## src/rtl/fap_pkg.sv

```systemverilog
package fap_pkg;
   typedef enum logic [0:0] {
      CHK_COMPARE = 1'b0,
      CHK_CARRY   = 1'b1
   } chk_mode_e;
endpackage

```

## src/rtl/fap_or_pred.sv

```systemverilog
module fap_or_pred #(
   parameter int ADDR_W = 32,
   parameter int OFF_W  = 16,
   parameter int BLK_W  = 5,
   parameter int IDX_W  = 7
) (
   input  logic [ADDR_W-1:0] base,
   input  logic [OFF_W-1:0]  off,
   output logic [ADDR_W-1:0] off_x,
   output logic [IDX_W-1:0]  guess_idx
);
   localparam int EXT_W = ADDR_W - OFF_W;
   logic [ADDR_W-1:0] ored;

   generate
      if (EXT_W > 0) begin : g_ext
         assign off_x = {{EXT_W{off[OFF_W-1]}}, off};
      end else begin : g_noext
         assign off_x = off[ADDR_W-1:0];
      end
   endgenerate

   // The single gate level ahead of the cache index.
   assign ored      = base | off_x;
   assign guess_idx = ored[BLK_W +: IDX_W];
endmodule

```

## src/rtl/fap_sum_check.sv

```systemverilog
module fap_sum_check
   import fap_pkg::*;
#(
   parameter int        ADDR_W = 32,
   parameter int        BLK_W  = 5,
   parameter int        IDX_W  = 7,
   parameter chk_mode_e MODE   = CHK_CARRY
) (
   input  logic [ADDR_W-1:0] base,
   input  logic [ADDR_W-1:0] off_x,
   input  logic [IDX_W-1:0]  guess_idx,
   output logic [ADDR_W-1:0] sum,
   output logic              wrong
);
   assign sum = base + off_x;

   generate
      if (MODE == CHK_COMPARE) begin : g_cmp
         assign wrong = (guess_idx != sum[BLK_W +: IDX_W]);
      end else begin : g_carry
         logic [BLK_W:0]   low;
         logic [IDX_W-1:0] both;
         logic             cin;
         assign low  = {1'b0, base[BLK_W-1:0]} + {1'b0, off_x[BLK_W-1:0]};
         assign cin  = low[BLK_W];
         assign both = base[BLK_W +: IDX_W] & off_x[BLK_W +: IDX_W];
         // A carry into an all-ones field wraps back to the same field value.
         assign wrong = ((|both) | cin) & ~((&both) & cin);
      end
   endgenerate
endmodule

```

## src/rtl/fap_sat_count.sv

```systemverilog
module fap_sat_count #(
   parameter int CNT_W = 32
) (
   input  logic             clk,
   input  logic             rst,
   input  logic             inc,
   output logic [CNT_W-1:0] cnt
);
   always_ff @(posedge clk) begin
      if (rst)
         cnt <= '0;
      else if (inc && (cnt != {CNT_W{1'b1}}))
         cnt <= cnt + 1'b1;
   end

   p_no_overflow_r7 : assert property (@(posedge clk) disable iff (rst)
      1'b1 |=> (cnt >= $past(cnt)));
endmodule

```

## src/rtl/fap_unit.sv

```systemverilog
module fap_unit
   import fap_pkg::*;
#(
   parameter int        ADDR_W = 32,
   parameter int        OFF_W  = 16,
   parameter int        BLK_W  = 5,
   parameter int        IDX_W  = 7,
   parameter int        DATA_W = 32,
   parameter int        CNT_W  = 32,
   parameter chk_mode_e MODE   = CHK_CARRY,
   localparam int       TAG_W  = ADDR_W - BLK_W - IDX_W
) (
   input  logic              clk,
   input  logic              rst,
   input  logic              req_valid,
   output logic              req_ready,
   input  logic [ADDR_W-1:0] req_base,
   input  logic [OFF_W-1:0]  req_off,
   output logic              cache_rd_en,
   output logic [IDX_W-1:0]  cache_index,
   output logic [TAG_W-1:0]  cache_tag,
   input  logic [DATA_W-1:0] cache_rdata,
   output logic              resp_valid,
   output logic [ADDR_W-1:0] resp_addr,
   output logic [DATA_W-1:0] resp_data,
   output logic              resp_replay,
   output logic [CNT_W-1:0]  stat_access,
   output logic [CNT_W-1:0]  stat_mispredict
);
   localparam int HI = BLK_W + IDX_W;

   generate
      if (IDX_W < 1 || BLK_W < 1 || HI >= ADDR_W || OFF_W > ADDR_W || CNT_W < 2) begin : g_bad
         $error("fap_unit: inconsistent width parameters");
      end
   endgenerate

   logic [ADDR_W-1:0] off_x, sum, sum_q;
   logic [IDX_W-1:0]  guess_idx;
   logic              wrong, accept;
   logic              replay_q, hit_q, fix_q;

   fap_or_pred #(.ADDR_W(ADDR_W), .OFF_W(OFF_W), .BLK_W(BLK_W), .IDX_W(IDX_W)) u_pred (
      .base(req_base), .off(req_off), .off_x(off_x), .guess_idx(guess_idx));

   fap_sum_check #(.ADDR_W(ADDR_W), .BLK_W(BLK_W), .IDX_W(IDX_W), .MODE(MODE)) u_chk (
      .base(req_base), .off_x(off_x), .guess_idx(guess_idx), .sum(sum), .wrong(wrong));

   assign req_ready = ~replay_q;
   assign accept    = req_valid & ~replay_q;

   always_ff @(posedge clk) begin
      if (rst) begin
         replay_q <= 1'b0;
         hit_q    <= 1'b0;
         fix_q    <= 1'b0;
         sum_q    <= '0;
      end else begin
         replay_q <= accept & wrong;
         hit_q    <= accept & ~wrong;
         fix_q    <= replay_q;
         if (accept) sum_q <= sum;
      end
   end

   assign cache_rd_en = accept | replay_q;
   assign cache_index = replay_q ? sum_q[BLK_W +: IDX_W] : guess_idx;
   assign cache_tag   = replay_q ? sum_q[ADDR_W-1:HI] : sum[ADDR_W-1:HI];

   assign resp_valid  = hit_q | fix_q;
   assign resp_replay = fix_q;
   assign resp_addr   = sum_q;
   assign resp_data   = cache_rdata;

   logic [1:0]       inc;
   logic [CNT_W-1:0] cnt [2];
   assign inc = {accept & wrong, accept};

   generate
      for (genvar i = 0; i < 2; i++) begin : g_stat
         fap_sat_count #(.CNT_W(CNT_W)) u_cnt (
            .clk(clk), .rst(rst), .inc(inc[i]), .cnt(cnt[i]));
      end
   endgenerate

   assign stat_access     = cnt[0];
   assign stat_mispredict = cnt[1];

   p_guess_r5 : assert property (@(posedge clk) disable iff (rst)
      accept |-> (wrong == (guess_idx != sum[BLK_W +: IDX_W])));
   p_hit_r2 : assert property (@(posedge clk) disable iff (rst)
      (accept && !wrong) |=> (resp_valid && !resp_replay && resp_addr == $past(sum)));
   p_reread_r3 : assert property (@(posedge clk) disable iff (rst)
      (accept && wrong) |=> (cache_rd_en && !req_ready && !resp_valid
                             && cache_index == $past(sum[BLK_W +: IDX_W])));
   p_replay_resp_r3 : assert property (@(posedge clk) disable iff (rst)
      (cache_rd_en && !req_ready) |=> (resp_valid && resp_replay));
endmodule

```

## config.mk

```make
export PLATFORM = sky130hd
export DESIGN_NAME = fap_unit
export DESIGN_NICKNAME = d
export VERILOG_FILES = /design/src/rtl/fap_pkg.sv /design/src/rtl/fap_or_pred.sv /design/src/rtl/fap_sum_check.sv /design/src/rtl/fap_sat_count.sv /design/src/rtl/fap_unit.sv
export SDC_FILE = /design/constraint.sdc
export NUM_CORES = 1
export LEC_CHECK = 0
export BUFFER_PORTS_ARGS = -buffer_cell sky130_fd_sc_hd__buf_2
export CAP_MARGIN = 20
export CORE_MARGIN = 2
export CORE_UTILIZATION = 32
export CTS_CLUSTER_SIZE = 25
export DETAILED_ROUTE_END_ITERATION = 8
export GPL_TIMING_DRIVEN = 0
export REMOVE_ABC_BUFFERS = 1
export SYNTH_ARGS = -nofsm -noshare
export SYNTH_HDL_FRONTEND = slang
export SYNTH_SLANG_ARGS = --single-unit
export TNS_END_PERCENT = 10
```

## constraint.sdc

```tcl
create_clock -name clk -period 3.35 [get_ports clk]
set_input_delay 0.5025 -clock clk [delete_from_list [all_inputs] [get_ports clk]]
set_output_delay 0.5025 -clock clk [all_outputs]
set_load 0.01 [all_outputs]
```

==> results of run 1 <==
==> layout make-up <==
cell class	instances	area [um2]	area share (%)
multi-input combinational	697	4870	56.0
sequential	99	1980	22.8
timing repair buffer	191	1090	12.6
tap	280	350	4.03
clock buffer	11	243	2.79
inverter	34	131	1.51
clock inverter	4	26.3	0.302
==> worst max-delay path: stages <==
cell and delay [ns]:
buf_2 0.11, inv_2 0.05, ha_4 0.26, a21oi_2 0.14, o21ai_2 0.09, or4_4 0.52
o21ai_4 0.26, a211oi_2 0.13, or3_4 0.43, a31oi_4 0.21, buf_6 0.13
==> how the worst min path moves through the flow <==
stage / start / endpoint / slack, ns / depth (start not counted)
after floorplan: resp_addr[3] / resp_addr[3] / 0.47 / 2
after global placement: resp_addr[4] / resp_addr[4] / 0.44 / 2
after detailed placement: resp_addr[0] / resp_addr[0] / 0.45 / 2
after CTS: resp_addr[0] / resp_addr[0] / 0.46 / 2
after global routing: resp_addr[0] / resp_addr[0] / 0.48 / 2
final: resp_addr[0] / resp_addr[0] / 0.45 / 2
==> what timing repair did <==
item,4_1_cts,5_1_grt
gates resized for setup,29,62
endpoints found under the setup margin,11,14
hold endpoints to repair,0,0
buffers inserted,2,8
pin swaps,7,19
cloned,0,0
==> routing by layer <==
metal  up-vias  wire [um]
li1       3474          -
met1      3250       9930
met2       198      10100
met3        17       1510
met4         2        209
met5         -         13
==> logic make-up (layout without fill, tap and decap cells) <==
| kind of cell | Yosys count | after routing | synth area share, % |
|---|---|---|---|
| fa+ha+maj | 41 | 41 | 7.44 |
| compound gates | 191 | 191 | 18.0 |
| buf+inv | 111 | 240 | 7.74 |
| mux | 6 | 6 | 0.876 |
| flops | 99 | 99 | 28.3 |
| xor+xnor | 71 | 71 | 8.89 |
| simple gates | 388 | 388 | 28.8 |
==> per-stage QoR <==
stage / std cells / total power, uW / setup WS (ns) / instance area [um2]
floorplan: 830 / 1800 / 0.0374 / 6580
global placement: 1287 / 2100 / -2.19 / 7820
detailed placement: 1290 / 2120 / -0.534 / 7920
CTS: 1307 / 3170 / -0.112 / 8340
global route: 1316 / 3380 / -0.0470 / 8690
finish: 1316 / 3210 / 0.0232 / 8690
==> synthesized netlist by cell type (5+ instances only) <==
library cell / number
inv_1: 33
o21bai_1: 5
o31ai_1: 6
xnor2_1: 55
o311ai_0: 5
mux2i_1: 5
nor2b_1: 7
buf_4: 32
a21o_1: 18
a311oi_1: 5
and3_1: 11
nor4b_1: 9
or3_1: 12
nor4_1: 16
o211ai_1: 5
ha_1: 40
o21ai_0: 45
nand3_1: 44
a211oi_1: 5
o21a_1: 7
nor3_1: 39
a31oi_1: 7
and4_1: 16
nand4_1: 17
xor2_1: 16
a21oi_1: 55
clkbuf_1: 38
nor2_1: 94
and2_1: 11
nand2_1: 84
dfxtp_1: 99
==> power groups by stage <==
stage / registers [uW] / logic (uW) / clock network, uW
floorplan: 1310 / 488 / 0
global placement: 1290 / 802 / 0
detailed placement: 1290 / 824 / 0
CTS: 1260 / 864 / 1040
global route: 1270 / 1030 / 1080
finish: 1260 / 941 / 1010
==> sequential cells by signal (all words and copies together) (netlist names) <==
name              count
hit_q                 1
resp_addr            32
g_stat.u_cnt.cnt     64
replay_q              1
resp_replay           1
==> placed cells by master (no fill, tap or decap), types with 5 or more instances in the layout <==
master / netlist / layout
buf_2: 4 / 172
dfxtp_1: 99 / 99
nor2_1: 94 / 93
nand2_1: 84 / 83
xnor2_1: 55 / 54
a21oi_1: 55 / 44
nand3_1: 44 / 43
o21ai_0: 45 / 41
nor3_1: 39 / 37
inv_1: 33 / 28
ha_1: 40 / 20
a21o_1: 18 / 18
nand4_1: 17 / 17
and4_1: 16 / 16
xor2_1: 16 / 16
nor4_1: 16 / 15
ha_2: 0 / 12
or3_1: 12 / 11
buf_4: 32 / 11
and3_1: 11 / 10
and2_1: 11 / 10
nor4b_1: 9 / 9
clkbuf_16: 0 / 9
a21oi_2: 0 / 8
ha_4: 0 / 8
o21a_1: 7 / 7
o21bai_1: 5 / 5
o211ai_1: 5 / 5
a31oi_1: 7 / 5
a311oi_1: 5 / 5
nor2b_1: 7 / 5
mux2i_1: 5 / 5
o311ai_0: 5 / 5
==> impl_metrics.json, run 1 <==
{
  "die_h_um": 152,
  "dieArea_um2": 23100,
  "cts.path.max_buffers": 2,
  "overflow": 0,
  "cts_num_sinks": 99,
  "pwr-share-clk_pct": 31.3,
  "synth_top_area_cell": "dfxtp_1",
  "met2_usage_pct": 29.1,
  "leakage_uw": 0.00354,
  "vias": 6941,
  "antenna_found_initial": 1,
  "crit_type": "primary input to primary output",
  "synth_edf_count": 0,
  "critPathLaunchType": "primary input",
  "power.density_nw_per_um2": 369,
  "async_reset_ff_share_pct": 0,
  "finalHoldViolCount": 0,
  "p_sw_uw": 1070,
  "status": "finished clean",
  "drt_iter0_markers": 361,
  "antenna_left": 0,
  "worst_slew_pin_slew_ns": 0.941,
  "critPathCaptureType": "primary output",
  "netlist_instances": 907,
  "syn_area_per_cell_um2": 7.72,
  "numCtsBuffers": 9,
  "rsz0062_at_grt": "yes",
  "drc": 0,
  "rows": 54,
  "postLayoutCoreUtil_pct": 40.2,
  "ctsHoldBuffers": 0,
  "cts_tree": "yes",
  "ir_worst_vdd_v": 0.000196,
  "timing.rr.start": "replay_q",
  "finalSetupTns_ns": 0,
  "htreeDepth": 3,
  "area_growth_pct": 24.2,
  "grt_pass1_wl_um": 34000,
  "clk_latency_ns": 0.35,
  "place.port_buffers": 177,
  "synth.area.top_cells": "dfxtp_1 28%, ha_1 7.2%, xnor2_1 6.9%",
  "max_cap_violations": 0,
  "met3_usage_pct": 5.70,
  "grt_pass1_vias": 6481,
  "synth_seq_cells": 99,
  "synth_top_area_share_pct": 28.3,
  "r2r_end": "g_stat[0].u_cnt.cnt[31]",
  "n_antenna_cell": 0,
  "gr-usage-met1_pct": 22.8,
  "combinationalPowerShare_pct": 29.3,
  "period_needed_ns": 3.33,
  "cp.required_ns": 2.85,
  "synth-main-ff-cell": "dfxtp_1",
  "routed_wirelength_um": 21800,
  "synth_seq_area_share_pct": 28.3,
  "die_w_um": 152,
  "io-pin-count": 242,
  "final_nets": 1156,
  "firstDrtPassIters": 5,
  "netlist_area_um2": 7000,
  "clk_pin_slew_ns": 0.07,
  "gp_congestion": 0.816,
  "grt_max_degree": 63,
  "p_int_uw": 2140,
  "yosysWarnings": 0,
  "pwr-share-seq_pct": 39.4,
  "core_area_um2": 21600,
  "dpl.hpwl_um": 15800,
  "drv_slew": 0,
  "rr_worst_depth": 7,
  "startpoint": "req_base[6]",
  "fillerInstances": 2250,
  "fmax_ghz": 0.301,
  "endpoint": "cache_tag[19]",
  "finClkSkew_ns": 0.0155,
  "switching_share_pct": 33.3,
  "cts_root_buf": "clkbuf_16",
  "grt.busiest_layer": "met2",
  "start_util_pct": 32.4,
  "max-slew-margin-rel_pct": 37.2,
  "finalCritPeriodShare_pct": 99.3,
  "via_per_inst": 5.27,
  "arrival_ns": 2.82,
  "wire_per_inst_um": 16.5,
  "ys_types": 68,
  "path_max_fanout": 5,
  "drive_gt1_share_pct": 28.1,
  "setup_viol": 0,
  "grt_usage_pct": 17.9,
  "ff2ff_setup_slack_ns": 0.38,
  "min-delay-path-class": "flop to flop",
  "holdWs_ns": 0.454
}
Power figures use the tool's default switching activity.
==> inputs of run 2 (changes only) <==
--- a/config.mk
+++ b/config.mk
@@ -11,7 +11,6 @@
 export CORE_UTILIZATION = 32
 export CTS_CLUSTER_SIZE = 25
 export DETAILED_ROUTE_END_ITERATION = 8
-export GPL_TIMING_DRIVEN = 0
 export REMOVE_ABC_BUFFERS = 1
 export SYNTH_ARGS = -nofsm -noshare
 export SYNTH_HDL_FRONTEND = slang
==> impl_metrics.json, run 2 (synthesis gave the netlist of run 1 again) <==
{
  "cp_cell_sequence": "buf_2 > ha_1 > fa_1 > a21oi_2 > o211a_1 > a2bb2oi_4 > and3b_2 > nor4_2 > o21a_1 > o31ai_1 > buf_2",
  "holdWs_ns": 0.452,
  "cp.required_ns": 2.85,
  "postLayoutCoreUtil_pct": 41.1,
  "setup_viol": 0,
  "critPathLaunchType": "primary input",
  "grt_max_degree": 55,
  "hold_path_depth": 2,
  "period_needed_ns": 3.29,
  "clk_latency_ns": 0.36,
  "leakage_uw": 0.00375,
  "gp_congestion": 0.872,
  "final_nets": 1211,
  "drt_iter0_markers": 290,
  "io-pin-count": 242,
  "die_w_um": 152,
  "overflow": 0,
  "path_max_fanout": 3,
  "final_common_cell": "buf_2",
  "finalHoldViolCount": 0,
  "crit_type": "primary input to primary output",
  "rows": 54,
  "status": "finished clean",
  "place.port_buffers": 177,
  "ctsHoldBuffers": 0,
  "dpl.hpwl_um": 16500,
  "ff2ff_setup_slack_ns": 0.66,
  "layout_common_cells": "175 x buf_2, 99 x dfxtp_1, 93 x nor2_1",
  "grt_usage_pct": 18.4,
  "power.density_nw_per_um2": 377,
  "finClkSkew_ns": 0.00975,
  "area_growth_pct": 27.1,
  "cts_root_buf": "clkbuf_16",
  "ir_worst_vdd_v": 0.000275,
  "critPathMaxStageDelay_ns": 0.41,
  "cts_num_sinks": 99,
  "drv_slew": 0,
  "min_from": "resp_addr[4]",
  "core_area_um2": 21600,
  "min_to": "resp_addr[4]",
  "r2r_end": "g_stat[1].u_cnt.cnt[22]",
  "largest_register": "g_stat.u_cnt.cnt",
  "max-slew-margin-rel_pct": 61.4,
  "postLayoutCellArea_um2": 8890,
  "htreeDepth": 3,
  "n_antenna_cell": 0,
  "finalCritPeriodShare_pct": 98.2,
  "cp_slowest_cell": "fa_1",
  "finalSetupTns_ns": 0,
  "via_per_inst": 5.13,
  "crit_top_cell": "buf_2",
  "rsz0062_at_grt": "yes",
  "worst_slew_pin_slew_ns": 0.574,
  "cts.path.max_buffers": 2,
  "min-delay-path-class": "flop to flop",
  "rr_worst_depth": 8,
  "drc": 0,
  "clk_pin_slew_ns": 0.07,
  "start_util_pct": 32.4,
  "vias": 7042,
  "antenna_found_initial": 0,
  "cts_tree": "yes",
  "routed_wirelength_um": 22000,
  "critPathCaptureType": "primary output",
  "max_cap_violations": 0,
  "grt_pass1_vias": 6700,
  "wire_per_inst_um": 16.0,
  "drive_gt1_share_pct": 29.2,
  "largest_reg_flops": 64,
  "dieArea_um2": 23100,
  "timing.rr.start": "g_stat[1].u_cnt.cnt[0]",
  "die_h_um": 152,
  "placed_area_um2": 8340,
  "firstDrtPassIters": 4,
  "numCtsBuffers": 9,
  "antenna_left": 0,
  "arrival_ns": 2.79,
  "grt_pass1_wl_um": 35000,
  "fmax_ghz": 0.304,
  "fin_cells": 1372,
  "dp.cells": 1355
}
[run 2: cell types whose count changed in the layout (fill, tap and decap cells not counted), moves of 4 or more]
cell | previous run | this run
ha_1 | 20 | 31
a21oi_1 | 44 | 51
a21oi_2 | 8 | 4
buf_4 | 11 | 69
ha_2 | 12 | 2
inv_1 | 28 | 32
[run 2: worst max path at each step]
stage                                         end         start  cells after the start
after floorplan           g_stat[1].u_cnt.cnt[14]      replay_q                      5
after detailed placement            cache_tag[14]   req_base[0]                     12
after global placement              cache_tag[19]  req_base[10]                     11
after CTS                           cache_tag[13]   req_base[4]                     12
final                               cache_tag[16]   req_base[0]                     11
after global routing                cache_tag[13]   req_base[1]                     12
[run 2: worst max-delay path: cells and delay by family]
kind,cells,cell delay [ns]
AOI/OAI and AO/OA,5,1.06
adders and majority gates,2,0.63
buffers and inverters,2,0.28
and+or+nand+nor,2,0.31
[run 2: what timing repair did]
| item | 4_1_cts | 5_1_grt |
|---|---|---|
| pin swaps | 5 | 17 |
| setup buffers | 0 | 1 |
| resized for setup | 5 | 43 |
| endpoints found under the setup margin | 6 | 14 |
[run 2: per-stage QoR]
stage,worst slack (ns),power (uW)
floorplan,0.0374,1800
global placement,-0.0337,2200
detailed placement,-0.0453,2200
CTS,-0.0448,3370
global route,-0.0971,3550
finish,0.0614,3360
[run 2: per-layer routing]
| metal | wire [um] | global-route usage (%) |
|---|---|---|
| met2 | 10300 | 30.8 |
| met5 | 0 | 1.24 |
| met4 | 348 | 4.18 |
| met1 | 9940 | 22.9 |
| met3 | 1450 | 6.08 |
[run 2: final cells by class]
type	count	area [um2]
clock buffers	9	225
flip-flops and latches	99	1980
well taps	280	350
clock inverters	7	95.1
multi-input cells	697	4690
fillers	2260	12700
inverters	34	131
repair buffers	246	1420
[run 2: power breakdown]
part,internal [uW],total (uW),switching (uW)
sequential,1220,1260,37.0
clock,602,1140,537
combinational,420,957,538
==> inputs of run 3 (changes only) <==
--- a/config.mk
+++ b/config.mk
@@ -7,11 +7,13 @@
 export LEC_CHECK = 0
 export BUFFER_PORTS_ARGS = -buffer_cell sky130_fd_sc_hd__buf_2
 export CAP_MARGIN = 20
+export CORE_ASPECT_RATIO = 1.2
 export CORE_MARGIN = 2
 export CORE_UTILIZATION = 32
 export CTS_CLUSTER_SIZE = 25
 export DETAILED_ROUTE_END_ITERATION = 8
 export REMOVE_ABC_BUFFERS = 1
+export SKIP_LAST_GASP = 1
 export SYNTH_ARGS = -nofsm -noshare
 export SYNTH_HDL_FRONTEND = slang
 export SYNTH_SLANG_ARGS = --single-unit
==> constraint.sdc (replaced) <==
create_clock -name clk -period 4.24 [get_ports clk]
set_input_delay 0.636 -clock clk [delete_from_list [all_inputs] [get_ports clk]]
set_output_delay 0.636 -clock clk [all_outputs]
set_load 0.01 [all_outputs]
==> impl_metrics.json, run 3 (synthesis gave the netlist of run 1 again) <==
{
  "holdWs_ns": 0.457,
  "cts_tree": "yes",
  "cts.path.max_buffers": 2,
  "start_util_pct": 32.5,
  "fmax_ghz": 0.255,
  "wire_per_inst_um": 16.4,
  "ctsHoldBuffers": 0,
  "final_common_cell": "buf_2",
  "finClkSkew_ns": 0.0126,
  "grt_max_degree": 55,
  "drive_gt1_share_pct": 21.9,
  "fillerInstances": 2299,
  "dp.cells": 1291,
  "finalSetupTns_ns": 0,
  "cp.required_ns": 3.60,
  "leakage_uw": 0.00344,
  "clk_pin_slew_ns": 0.07,
  "postCtsSetupBuffers": 0,
  "rsz0062_at_grt": "no",
  "grt_usage_pct": 17.9,
  "crit_top_cell": "buf_2",
  "clk_latency_ns": 0.35,
  "drv_slew": 0,
  "antenna_found_initial": 0,
  "fin_cells": 1306,
  "grt_pass1_vias": 6410,
  "drc": 0,
  "rows": 59,
  "routed_wirelength_um": 21400,
  "area_growth_pct": 16.9,
  "vias": 6830,
  "antenna_left": 0,
  "placed_area_um2": 7900,
  "period_needed_ns": 3.93,
  "n_antenna_cell": 0,
  "final_nets": 1152,
  "crit_type": "primary input to primary output",
  "layout_common_cells": "176 x buf_2, 99 x dfxtp_1, 94 x nor2_1",
  "largest_register": "g_stat.u_cnt.cnt",
  "path_max_fanout": 17,
  "setup_viol": 0,
  "grt_pass1_wl_um": 33900,
  "place.port_buffers": 177,
  "overflow": 0,
  "core_area_um2": 21600,
  "worst_slew_pin_slew_ns": 0.747,
  "critPathLaunchType": "primary input",
  "ir_worst_vdd_v": 0.000173,
  "cts_root_buf": "clkbuf_16",
  "status": "finished clean",
  "finalHoldViolCount": 0,
  "max-slew-margin-rel_pct": 49.7,
  "firstDrtPassIters": 4,
  "die_h_um": 166,
  "largest_reg_flops": 64,
  "gp_congestion": 0.823,
  "max_cap_violations": 0,
  "die_w_um": 139,
  "drt_iter0_markers": 287,
  "numCtsBuffers": 9,
  "min-delay-path-class": "flop to flop",
  "postLayoutCellArea_um2": 8180,
  "finalCritPeriodShare_pct": 92.6,
  "arrival_ns": 3.29,
  "critPathMaxStageDelay_ns": 0.42,
  "cp_slowest_cell": "nor3_1",
  "cts_num_sinks": 99,
  "io-pin-count": 242,
  "power.density_nw_per_um2": 301,
  "dieArea_um2": 23100,
  "postCtsResizedCells": 0,
  "via_per_inst": 5.23,
  "dpl.hpwl_um": 16200,
  "htreeDepth": 3,
  "critPathCaptureType": "primary output",
  "cp_cell_sequence": "buf_2 > ha_1 > a21oi_1 > o21ai_0 > nor3_1 > a211oi_1 > or3_1 > a31oi_1 > buf_2"
}
-- run 3: cell types whose count changed in the layout (fill, tap and decap cells not counted), moves of 3 or more --
| cell | before | now |
|---|---|---|
| and3_1 | 8 | 11 |
| a21oi_1 | 51 | 55 |
| and3_4 | 3 | 0 |
| buf_4 | 69 | 11 |
| a21oi_2 | 4 | 0 |
| o21ai_1 | 5 | 1 |
| ha_1 | 31 | 40 |
| o21ai_0 | 40 | 45 |
| ha_4 | 7 | 0 |
-- run 3: area by class of cell --
cell class              instances  area [um2]  share of cell area [%]
multi-input cells             697        4480                    54.8
clock inverters                 6        57.6                   0.704
well taps                     274         343                    4.19
clock buffers                   9         225                    2.75
inverters                      34         128                    1.56
repair buffers                187         963                    11.8
flip-flops and latches         99        1980                    24.2
-- run 3: metrics by stage --
step / setup WS, ns / power, uW / util, %
detailed placement: 0.348 / 1660 / 36.6
floorplan: 0.770 / 1420 / -
finish: 0.312 / 2460 / 37.9
global route: 0.0945 / 2600 / 37.9
CTS: 0.326 / 2500 / 37.9
global placement: 0.348 / 1660 / 36.6
-- run 3: per-layer routing --
layer / vias to the layer above / track usage [%] / share of wire (%)
met1: 3145 / 23.5 / 46
li1: 3462 / - / -
met5: - / 0.421 / 0
met2: 202 / 28.4 / 45
met3: 21 / 5.91 / 7.5
met4: 0 / 4.70 / 1.5
-- run 3: worst paths after layout --
path | start | endpoint | slack [ns] | cells after the start
setup / recovery | req_off[15] | cache_tag[19] | 0.31 | 9
setup reg to reg | g_stat[0].u_cnt.cnt[10] | g_stat[0].u_cnt.cnt[1] | 1.55 | 7
hold / removal | resp_addr[0] | resp_addr[0] | 0.46 | 2
hold reg to reg | resp_addr[0] | resp_addr[0] | 0.46 | 2
-- run 3: critical path: cells and delay by family --
| kind | cells | cell delay [ns] |
|---|---|---|
| AO/OA/AOI/OAI | 4 | 0.98 |
| AND/OR/NAND/NOR | 2 | 0.84 |
| buffers and inverters | 2 | 0.48 |
| adder cells (fa/ha/maj) | 1 | 0.37 |
-- run 3: where the power goes --
group | total (uW) | switching (uW) | internal [uW]
Clock | 820 | 410 | 410
Sequential | 998 | 30.8 | 967
Combinational | 644 | 387 | 256
Total | 2460 | 828 | 1630
